**src/rtl/twiddle_cmul.sv**
```systemverilog
module twiddle_cmul #(
  parameter int W = 16,
  parameter int N = 8
) (
  input  logic                         clk,
  input  logic                         rst_n,
  input  logic                         in_vld,
  input  logic signed [W-1:0]          in_re,
  input  logic signed [W-1:0]          in_im,
  input  logic [$clog2(N)-1:0]         tw_idx,
  output logic                         out_vld,
  output logic signed [W-1:0]          out_re,
  output logic signed [W-1:0]          out_im
);
  localparam int  FB = W - 2;
  localparam int  MW = 2 * W + 1;
  localparam int  PW = 2 * W + 2;
  localparam real PI = 3.14159265358979323846;
  localparam logic signed [PW-1:0] RND  = PW'(1) << (FB - 1);
  localparam logic signed [PW-1:0] MAXV = (PW'(1) << (W - 1)) - PW'(1);
  localparam logic signed [PW-1:0] MINV = -(PW'(1) << (W - 1));

  function automatic int rnd_q(input real r);
    real s;
    s = r * (2.0 ** FB);
    return (s >= 0.0) ? $rtoi(s + 0.5) : -$rtoi(0.5 - s);
  endfunction

  logic signed [W-1:0] rom_c [N];
  logic signed [W:0]   rom_p [N];
  logic signed [W:0]   rom_m [N];

  for (genvar g = 0; g < N; g++) begin : g_rom
    localparam int CI = rnd_q($cos(2.0 * PI * g / N));
    localparam int SI = rnd_q(-$sin(2.0 * PI * g / N));
    assign rom_c[g] = (W)'(CI);
    assign rom_p[g] = (W+1)'(CI + SI);
    assign rom_m[g] = (W+1)'(CI - SI);
  end

  logic                v1, v2;
  logic signed [W:0]   d1, p1, m1;
  logic signed [W-1:0] x1, y1, c1;
  logic signed [MW-1:0] z2, pr2, pi2;

  always_ff @(posedge clk or negedge rst_n)
    if (!rst_n) begin
      v1 <= 1'b0;
      v2 <= 1'b0;
      out_vld <= 1'b0;
    end else begin
      v1 <= in_vld;
      v2 <= v1;
      out_vld <= v2;
    end

  always_ff @(posedge clk)
    if (in_vld) begin
      d1 <= {in_re[W-1], in_re} - {in_im[W-1], in_im};
      x1 <= in_re;
      y1 <= in_im;
      c1 <= rom_c[tw_idx];
      p1 <= rom_p[tw_idx];
      m1 <= rom_m[tw_idx];
    end

  always_ff @(posedge clk)
    if (v1) begin
      z2  <= c1 * d1;
      pr2 <= m1 * y1;
      pi2 <= p1 * x1;
    end

  logic signed [PW-1:0] sr, si, qr, qi;
  assign sr = PW'(pr2) + PW'(z2) + RND;
  assign si = PW'(pi2) - PW'(z2) + RND;
  assign qr = sr >>> FB;
  assign qi = si >>> FB;

  function automatic logic signed [W-1:0] clip(input logic signed [PW-1:0] v);
    if (v > MAXV) return MAXV[W-1:0];
    if (v < MINV) return MINV[W-1:0];
    return v[W-1:0];
  endfunction

  always_ff @(posedge clk or negedge rst_n)
    if (!rst_n) begin
      out_re <= '0;
      out_im <= '0;
    end else if (v2) begin
      out_re <= clip(qr);
      out_im <= clip(qi);
    end

  AST_LATENCY_3: assert property (@(posedge clk) disable iff (!rst_n)
    ($past(rst_n, 1) && $past(rst_n, 2) && $past(rst_n, 3)) |-> (out_vld == $past(in_vld, 3)));

  AST_UNITY_PASS: assert property (@(posedge clk) disable iff (!rst_n)
    ($past(rst_n, 1) && $past(rst_n, 2) && $past(rst_n, 3) && out_vld && $past(tw_idx, 3) == '0)
    |-> (out_re == $past(in_re, 3) && out_im == $past(in_im, 3)));

  AST_CLIP_HIGH: assert property (@(posedge clk) disable iff (!rst_n)
    (v2 && (qr > MAXV || qi > MAXV)) |=> (out_re == MAXV[W-1:0] || out_im == MAXV[W-1:0]));

  AST_CLIP_LOW: assert property (@(posedge clk) disable iff (!rst_n)
    (v2 && (qr < MINV || qi < MINV)) |=> (out_re == MINV[W-1:0] || out_im == MINV[W-1:0]));

  AST_HOLD_IDLE: assert property (@(posedge clk) disable iff (!rst_n)
    !v2 |=> ($stable(out_re) && $stable(out_im)));

  always_comb
    if (!rst_n) AST_RESET_QUIET: assert (!out_vld && out_re == '0 && out_im == '0);
endmodule

```
**config.mk**
```make
export PLATFORM = sky130hd
export DESIGN_NAME = twiddle_cmul
export DESIGN_NICKNAME = d
export VERILOG_FILES = /design/src/rtl/twiddle_cmul.sv
export SDC_FILE = /design/constraint.sdc
export NUM_CORES = 2
export LEC_CHECK = 0
export BUFFER_PORTS_ARGS = -buffer_cell sky130_fd_sc_hd__buf_2
export CORE_MARGIN = 3
export CORE_UTILIZATION = 35
export CTS_CLUSTER_SIZE = 40
export DETAILED_ROUTE_END_ITERATION = 7
export GPL_TIMING_DRIVEN = 0
export PLACE_DENSITY = 0.6
export SYNTH_ARGS = -nofsm -noshare
export SYNTH_HDL_FRONTEND = slang
export SYNTH_SLANG_ARGS = --single-unit
```
**constraint.sdc**
```tcl
create_clock -name clk -period 6.6 [get_ports clk]
set_input_delay 0.99 -clock clk [delete_from_list [all_inputs] [get_ports clk]]
set_output_delay 0.99 -clock clk [all_outputs]
set_load 0.005 [all_outputs]
```
==> results by group <==
Yosys
  – Top FF cell, synth: edfxtp_1
  – Syn Area/Cell: 10.5 um2
  – Synthesized instance count: 3,399
  – Synth area leaders: fa_1 40%, ha_1 14%, edfxtp_1 14%, inv_1 9.9%, xnor2_1 2.9%
  – Synth top area share: 40.4%
  – Post-synth EDFFs: 161
  – Top-count cell post-synth: inv_1
  – Post-synth cell types: between 80 and 90
  – Top cells by count, synth: 943 x inv_1, 718 x fa_1, 395 x ha_1
  – Leading area contributor after synthesis: fa_1
  – Sequential fraction of the synthesis area: between 15 and 20%
  – #FFs+latches synth: 196
  – Mapped Nets: 4,550
  – Yosys warnings: 0
  – FFs w/ async S/R, synth: between 15 and 20%
  – Cell area after synthesis: 35,600 um2

Worst setup path
  – Slowest cell on crit path: fa_1
  – CP Depth: 25
  – R2R Path End: z2[32]
  – Critical path buffer and inverter count: 7
  – FF-to-FF path depth: 25
  – CP max stage delay: ~0.56 ns
  – Critical path endpoint: z2[32]
  – Reg-to-reg setup timing slack: -0.10 ns
  – Worst path required time: roughly 6.8 ns
  – Critical Path AT: 6.92 ns
  – Kind of critical path: reg -> reg
  – Maximum fanout along the worst path: 8
  – Crit end category: register
  – RR Startpoint: c1[12]
  – Cell family with most CP delay: adder cells
  – CP startpoint kind: register
  – Crit path from: c1[12]
  – Critical Path Most Common Cell: fa_1

Timing
  – Setup ws final: -0.103 ns
  – Final Critical Period: around 6.7 ns
  – Worst-Margin Slew: ~0.95 ns
  – Post-Route Skew: 0.0123 ns
  – Final Hold Fails: 0
  – Unrepaired setup endpoints after global routing: yes
  – Fin Setup TNS: -0.103 ns
  – FMAX: 149 MHz
  – Rel. slew slack: 36.6%
  – Final setup viols: 1
  – Pins Over Slew Limit: 0
  – Period utilization: 102%

Drt
  – Vias per cell: 4.68
  – Antenna Nets Post-Route: 0
  – DR top layer: met4
  – Drc violations: 0
  – Drt wl/cell: ~18 um
  – Drt total wl: 87,500 um
  – Wl on met1: 40,100 um
  – DR iter-0 viols: 1,299
  – Metal2 WL: roughly 40,000 um
  – WL met3: around 5400 um
  – Via count: 23,117
  – Drt pass-1 iters: 6

Floorplan
  – # rows: between 100 and 150
  – Core Region: 100,000 um2
  – DIE AREA: 106,000 um2
  – Initial core utilization: approximately 35%
  – DIE WIDTH: ~320 um
  – # IOs: 71
  – Die Y: 325 um

Finish
  – Fraction of final layout cells with drive strength greater than 1: 12.0%
  – Area Overhead vs Synth: 12.9%
  – NumNets Final: 4,721

Placement
  – Detailed placement HPWL: 76,200 um
  – Gpl congestion: 0.926
  – Pre-CTS setup slack: -1.42 ns
  – IO Port Bufs: 70

Clock tree
  – Clk slew on worst S/H paths: 0.07 ns
  – Root buf cell: clkbuf_16
  – Clock Latency Late Sink: 0.49 ns
  – CTS H-tree lvls: 4
  – CTS tree: done
  – Hold_buf cts: 0
  – Clock sinks: 196
  – Total CTS buffers: 17
  – Clk buf depth: 2

GRT
  – Global route overflow: 0
  – First-pass GRT wire length: around 140,000 um
  – Total global-route track usage: ~17%
  – Vias in the first global route: 24,431
  – Largest net degree at the start of global routing: 66
  – Initial antenna violation count: 7

Hold path
  – Hold WC Path Type: reg -> reg

Run status
  – Failing checks: negative setup slack
  – Status: finished with violations

Run
  – # Max-Cap Violations: 0
==> layout make-up <==
class | count | area (um2)
Tap cell | 1357 | 1700
Antenna cell | 2 | 5.00
Multi-Input combinational cell | 2220 | 27100
Clock buffer | 19 | 433
Clock inverter | 13 | 200
Timing Repair Buffer | 158 | 1160
Buffer | 32 | 243
Sequential cell | 196 | 5710
Inverter | 945 | 3580
Fill cell | 9791 | 60300
==> kinds of logic after synthesis <==
| group | Yosys count | share of synthesized area (%) |
|---|---|---|
| buf+inv | 983 | 10.5 |
| fa+ha+maj | 1113 | 54.3 |
| xor+xnor | 154 | 3.79 |
| mux | 5 | 0.141 |
| flops | 196 | 16.1 |
| simple gates | 562 | 7.64 |
| compound gates | 386 | 7.63 |
==> worst register-to-register path: stages (launching register included) <==
cell      delay (ns)
edfxtp_1        0.41
buf_12          0.18
buf_4           0.19
nand2_4         0.09
inv_4           0.08
fa_1            0.45
fa_1            0.49
inv_1           0.05
fa_1            0.56
inv_1           0.06
fa_1            0.45
fa_1            0.49
inv_1           0.05
fa_1            0.47
inv_1           0.06
ha_4            0.25
a211oi_4        0.34
nand2_2         0.13
nor4b_4         0.28
o21ai_2         0.15
a211oi_2        0.35
nor4b_4         0.09
o21a_1          0.22
o21a_1          0.20
nor4_2          0.29
a311oi_2        0.07
==> sequential cells by signal, indices dropped and copies added (netlist names) <==
signal / cells
z2: 33
pi2: 32
pr2: 32
d1: 17
out_im: 16
out_re: 16
x1: 16
y1: 16
c1: 5
m1: 5
p1: 5
out_vld: 1
v1: 1
v2: 1
==> worst min path at each step <==
stage	start	to	slack, ns	cells after the start
3_3_place_gp	out_im[15]	out_im[15]	0.47	1
3_5_place_dp	out_im[15]	out_im[15]	0.48	1
2_1_floorplan	v2	out_vld	0.44	0
6_report	out_im[15]	out_im[15]	0.50	1
4_1_cts	out_im[15]	out_im[15]	0.49	1
5_1_grt	out_im[15]	out_im[15]	0.50	1
==> layout by cell type, fill, tap and decap left out, types with 11 or more instances in the layout <==
master	n
ha_1	374
inv_1	913
clkbuf_16	20
nor3_1	21
nand2_4	16
o21a_1	15
nand3_1	17
a21oi_2	11
nor2b_1	20
nor2_1	120
a221o_1	15
ha_4	13
xnor2_1	109
fa_1	704
buf_6	12
o21ai_0	54
xor2_1	35
nand2_2	25
fa_2	14
nand2b_1	18
dfrtp_1	34
a21o_1	66
nand2_1	149
clkbuf_1	14
o21bai_1	14
and2_1	101
edfxtp_1	161
o21ai_1	11
a21oi_1	86
buf_4	76
inv_2	22
buf_2	72
==> metrics by stage <==
step	hold WS (ns)	std cells	area [um2]	utilization [%]
final	0.498	4942	40200	40.0
after global routing	0.503	4940	40100	40.0
after CTS	0.495	4891	39100	39.0
after detailed placement	0.479	4827	37700	37.5
after global placement	0.467	4826	37600	37.5
after floorplan	0.440	3399	35600	-
==> metal layers <==
layer	vias to the layer above	track usage [%]
met5	-	0
met1	11583	23.7
met3	110	3.00
met4	0	4.23
met2	562	26.8
li1	10862	-
==> repair_timing <==
item / in CTS / in global routing
pin swaps: 20 / 76
gates cloned: 1 / 4
gates resized for setup: 140 / 154
buffers inserted: 34 / 48
endpoints found under the setup margin: 46 / 28
Power is left out: the tool's default activity adds up to more than one toggle a clock period on the data nets, which glitch-free logic cannot reach.
